File: config.mk
export PLATFORM = sky130hd
export DESIGN_NAME = uart_fifo_ctl
export DESIGN_NICKNAME = d
export VERILOG_FILES = /design/src/rtl/uart_fifo_ctl.sv
export SDC_FILE = /design/constraint.sdc
export NUM_CORES = 1
export LEC_CHECK = 0
export ABC_CLOCK_PERIOD_IN_PS = 3300
export BUFFER_PORTS_ARGS = -buffer_cell sky130_fd_sc_hd__buf_2
export CAP_MARGIN = 5
export CORE_ASPECT_RATIO = 1.75
export CORE_MARGIN = 2
export CORE_UTILIZATION = 40
export DETAILED_ROUTE_END_ITERATION = 12
export PLACE_DENSITY = 0.59
export SETUP_SLACK_MARGIN = 0.15
export SLEW_MARGIN = 20
export SYNTH_ARGS = -nofsm -noshare
export SYNTH_HDL_FRONTEND = slang
export SYNTH_SLANG_ARGS = --single-unit
File: constraint.sdc
create_clock -name clk -period 3.3 [get_ports clk]
set_input_delay 0.99 -clock clk [delete_from_list [all_inputs] [get_ports clk]]
set_output_delay 0.99 -clock clk [all_outputs]
set_load 0.005 [all_outputs]
File: src/rtl/uart_fifo_ctl.sv
module uart_fifo_ctl #(
  parameter int DEPTH = 16,
  parameter int DW    = 8,
  parameter int LVL0  = 1,
  parameter int LVL1  = 4,
  parameter int LVL2  = 8,
  parameter int LVL3  = 14
) (
  input  logic          clk,
  input  logic          rst_n,
  input  logic          ctl_we,
  input  logic [7:0]    ctl_wdata,
  output logic [7:0]    ctl_rdata,
  input  logic          host_wr,
  input  logic [DW-1:0] host_wdata,
  input  logic          host_rd,
  output logic [DW-1:0] host_rdata,
  input  logic          tx_pop,
  output logic [DW-1:0] tx_data,
  output logic          tx_avail,
  input  logic          rx_push,
  input  logic [DW-1:0] rx_data,
  input  logic          rx_timeout,
  output logic          txreq_n,
  output logic          rxreq_n,
  output logic          rx_irq,
  output logic          tx_ovf,
  output logic          rx_udf
);
  localparam int CW = $clog2(DEPTH + 1);
  localparam int PW = (DEPTH > 1) ? $clog2(DEPTH) : 1;

  logic          fen, dma1, rx_hold;
  logic [1:0]    trig;
  logic [CW-1:0] tx_cnt, rx_cnt, tx_cnt_nx, rx_cnt_nx, cap, lvl;
  logic [PW-1:0] tx_wp, tx_rp, rx_wp, rx_rp;
  logic [DW-1:0] tx_mem [DEPTH];
  logic [DW-1:0] rx_mem [DEPTH];

  function automatic logic [PW-1:0] adv(input logic [PW-1:0] p);
    return (p == PW'(DEPTH - 1)) ? '0 : p + 1'b1;
  endfunction

  assign cap = fen ? CW'(DEPTH) : CW'(1);

  always_comb begin
    case (trig)
      2'd0:    lvl = CW'(LVL0);
      2'd1:    lvl = CW'(LVL1);
      2'd2:    lvl = CW'(LVL2);
      default: lvl = CW'(LVL3);
    endcase
  end

  wire cfg_ok  = ctl_we & ctl_wdata[0];
  wire fen_chg = ctl_we & (ctl_wdata[0] != fen);
  wire tx_clr  = fen_chg | (cfg_ok & ctl_wdata[2]);
  wire rx_clr  = fen_chg | (cfg_ok & ctl_wdata[1]);
  wire tx_in   = host_wr & (tx_cnt < cap);
  wire tx_out  = tx_pop & (tx_cnt != '0);
  wire rx_in   = rx_push & (rx_cnt < cap);
  wire rx_out  = host_rd & (rx_cnt != '0);

  assign tx_cnt_nx = tx_clr ? '0 : tx_cnt + CW'(tx_in) - CW'(tx_out);
  assign rx_cnt_nx = rx_clr ? '0 : rx_cnt + CW'(rx_in) - CW'(rx_out);

  always_ff @(posedge clk) begin
    if (!rst_n) begin
      fen     <= 1'b0;
      dma1    <= 1'b0;
      trig    <= 2'd0;
      tx_cnt  <= '0;
      rx_cnt  <= '0;
      tx_wp   <= '0;
      tx_rp   <= '0;
      rx_wp   <= '0;
      rx_rp   <= '0;
      rx_hold <= 1'b0;
      tx_ovf  <= 1'b0;
      rx_udf  <= 1'b0;
    end else begin
      if (ctl_we) begin
        fen <= ctl_wdata[0];
        if (ctl_wdata[0]) begin
          dma1 <= ctl_wdata[3];
          trig <= ctl_wdata[7:6];
        end
      end
      if (tx_clr) begin
        tx_wp <= '0;
        tx_rp <= '0;
      end else begin
        if (tx_in)  tx_wp <= adv(tx_wp);
        if (tx_out) tx_rp <= adv(tx_rp);
      end
      if (rx_clr) begin
        rx_wp <= '0;
        rx_rp <= '0;
      end else begin
        if (rx_in)  rx_wp <= adv(rx_wp);
        if (rx_out) rx_rp <= adv(rx_rp);
      end
      tx_cnt  <= tx_cnt_nx;
      rx_cnt  <= rx_cnt_nx;
      rx_hold <= (rx_hold | (rx_cnt_nx >= lvl) | rx_timeout) & (rx_cnt_nx != '0);
      if (host_wr & ~tx_in)          tx_ovf <= 1'b1;
      if (host_rd & (rx_cnt == '0))  rx_udf <= 1'b1;
    end
  end

  always_ff @(posedge clk) begin
    if (tx_in & ~tx_clr) tx_mem[tx_wp] <= host_wdata;
    if (rx_in & ~rx_clr) rx_mem[rx_wp] <= rx_data;
  end

  wire m1 = fen & dma1;

  assign ctl_rdata  = {trig, 2'b00, dma1, 2'b00, fen};
  assign host_rdata = (rx_cnt != '0) ? rx_mem[rx_rp] : '0;
  assign tx_data    = tx_mem[tx_rp];
  assign tx_avail   = (tx_cnt != '0);
  assign txreq_n    = m1 ? (tx_cnt == CW'(DEPTH)) : (tx_cnt != '0);
  assign rxreq_n    = m1 ? ~rx_hold : (rx_cnt == '0);
  assign rx_irq     = fen & (rx_cnt >= lvl);
endmodule

==> flow_summary.json <==
{
  "status": "finished with violations",
  "violations": "setup timing",
  "finalWorstSetupSlack_ps": -70.7,
  "drive_gt1_frac": 0.323,
  "initial_core_util": 0.407,
  "drt-wirelength-per-cell_um": 20.7,
  "grt_overflow": 0,
  "crit_path_end_kind": "primary output",
  "reg2reg_depth": 16,
  "synth_area_leaders": "edfxtp_1 63%, mux4_2 11%, dfxtp_1 6.7%",
  "rr_startpoint": "rx_cnt[2]",
  "synth_edf_count": 256,
  "drc": 0,
  "grt_max_degree": 33,
  "cp.buffers_inverters": 3,
  "vias_per_cell": 5.23,
  "post-route-period-util": 1.02,
  "dpl_cell_area_um2": 13200,
  "stdcell_count": 1214,
  "cp-endpoint": "tx_data[1]",
  "clk_latency_ps": 550,
  "die-area_um2": 32100,
  "min_from": "tx_ovf",
  "dp_slack_ps": -108,
  "antenna_found_initial": 0,
  "syn_inst": 688,
  "diodes": 0,
  "die_y_um": 236,
  "slew_violations": 0,
  "slowest_stage": "mux4_2",
  "areaGrowthSynthToFinish_pct": 19.3,
  "p_total_mw": 10.3,
  "clock-sinks": 297,
  "cts_inserted_buffers": 28,
  "drtIter0Drc": 351,
  "critPathArrivalTime_ps": 2380,
  "worst_ep_required_time_ps": 2310,
  "hold_path_class": "flop to flop",
  "r2r_slack_ps": 200,
  "cp_max_fo": 8,
  "synth_common_cells": "256 x edfxtp_1, 58 x mux4_2, 51 x nor2_1, 41 x dfxtp_1, 36 x ha_1",
  "firstDrtPassIters": 4,
  "track_usage": 0.158,
  "gp_congestion": 0.790,
  "port_buffers": 55,
  "grt_pass1_wl_um": 38700,
  "seq_area_frac_synth": 0.693,
  "synth_ff_type": "edfxtp_1",
  "ios": 62,
  "cts_hold_buf": 0,
  "powerDensity_nw_per_um2": 706,
  "cts_max_level": 1,
  "synth_top_area_cell": "edfxtp_1",
  "worstMarginPinSlew_ps": 652,
  "core_area_um2": 30200,
  "reg2reg_to": "rx_hold",
  "synth.avg_cell_area_um2": 17.8,
  "rsz0062_at_grt": "true",
  "maxCapViolations": 0,
  "critPathMostFrequentCell": "mux4_2",
  "cp.depth": 5,
  "ys.warnings.count": 0,
  "stdcell_area_um2": 14600,
  "cts.clk_slew.worst_paths_ps": 70,
  "nets": 875,
  "clock_path_buffers": 3,
  "placed_cells": 1149,
  "routed_wl_um": 25100,
  "ys_async_sr_fraction": 0,
  "crit_chain": "buf_12 > buf_16 > mux4_2 > mux4_2 > buf_2",
  "period_minus_slack_ps": 3370,
  "path_class": "flop to primary output",
  "dieWidth_um": 136,
  "hold_viol": 0,
  "rows": 84,
  "relSlewSlack": 0.565,
  "finalSetupViolCount": 8,
  "crit_family": "multiplexers",
  "ys_types": 49,
  "syn_area_um2": 12300,
  "cts-root-buf": "clkbuf_16",
  "synth.most_common_cell": "edfxtp_1",
  "hpwlAfterDp_um": 16700,
  "worst_ir_drop_vdd_uv": 482,
  "cp-start-kind": "flop",
  "ys_ff_latch": 297,
  "cts_tree": "done",
  "fmax_ghz": 0.297,
  "crit_path_max_incr_delay_ps": 540,
  "clock_skew_ps": 14.3,
  "vias": 6351,
  "yosysTopAreaCellShare": 0.627,
  "drtAntennaViolNets": 0,
  "leakagePower_nw": 4.89,
  "grt_pass1_vias": 6889
}
==> cell usage in the layout, fill, tap and decap left out, types with 7 or more instances in the layout <==
cell type and count:
a21oi_1 17, buf_2 55, buf_4 47, clkbuf_16 28, dfxtp_1 34, edfxtp_1 256
ha_1 32, inv_1 22, mux2i_1 16, mux4_1 7, mux4_2 65, nand2_1 29
nand2b_1 9, nand3_1 7, nor2_1 48, nor3_1 8, o21ai_0 7, xnor2_1 7
==> how the worst min path moves through the flow <==
stage                        end  slack, ps  cells past startpoint
after global routing      tx_ovf        510                      2
after global placement    tx_ovf        440                      2
after CTS                 tx_ovf        460                      2
after detailed placement  tx_ovf        450                      2
final                     tx_ovf        460                      2
after floorplan           tx_ovf        450                      2
==> sequential cells by signal, indices dropped and copies added, names as in the netlist, named ones only <==
| signal | count |
|---|---|
| tx_mem | 128 |
| tx_cnt | 5 |
| tx_rp | 4 |
| rx_wp | 4 |
| trig | 2 |
| tx_wp | 4 |
| rx_mem | 128 |
| dma1 | 1 |
| fen | 1 |
| rx_udf | 1 |
| tx_ovf | 1 |
| rx_rp | 4 |
| rx_hold | 1 |
| rx_cnt | 5 |
==> kinds of logic (layout without fill, tap and decap cells) <==
logic type / after synthesis / in the layout / share of synthesized area
adder cells (fa/ha/maj): 38 / 38 / 0.0400
multiplexers: 92 / 92 / 0.153
AND/OR/NAND/NOR: 130 / 130 / 0.0504
other: 1 / 4 / 0.000306
flip-flops: 297 / 297 / 0.693
AO/OA/AOI/OAI: 58 / 58 / 0.0294
buffers and inverters: 60 / 196 / 0.0252
XOR/XNOR: 12 / 12 / 0.00857
==> where the power goes <==
part           switching [mW]  internal, mW
Sequential              0.123          4.24
Combinational            1.24          1.35
Clock                    1.35          2.04
==> what timing repair did <==
| action | in CTS | in global routing |
|---|---|---|
| buffers inserted | 5 | 2 |
| pin swaps | 8 | 15 |
| setup endpoints to repair | 17 | 19 |
| cloned | 6 | 0 |
| resized for setup | 39 | 28 |
==> stage by stage <==
stage / utilization / hold WS (ps) / TNS (ps)
after global routing: 0.485 / 507 / -930
after detailed placement: 0.439 / 454 / -108
after global placement: 0.439 / 445 / -85.9
after CTS: 0.482 / 464 / -802
after floorplan: - / 452 / 0
final: 0.485 / 457 / -402
==> worst reg2reg max path, cell delays in order (launching register included) <==
cell      delay [ps]
dfxtp_2          330
inv_2             80
ha_4             120
or4b_4           480
nand2_4          100
inv_4             40
ha_4             250
inv_2             40
ha_4             150
fa_2             540
inv_2             50
nor2_2           120
ha_1             250
a211oi_2         180
o21ai_1          100
nand3_1           70
o22ai_1           60
==> routing by layer <==
layer | vias to the layer above | track usage | share of wire
met3 | 42 | 0.0194 | 0.030
met2 | 127 | 0.327 | 0.60
met5 | - | 0 | 0
li1 | 2918 | - | -
met1 | 3264 | 0.156 | 0.34
met4 | 0 | 0.0496 | 0.025
==> area by class of cell <==
cell class                 count  area [um^2]
clock buffer                  34          723
clock inverter                18          256
fill                        2480        15500
inverter                      27          104
multi-input combinational    334         3610
sequential                   297         8520
tap                          387          484
timing repair buffer         117          938
Note: power is estimated with default switching activity, not from simulation.
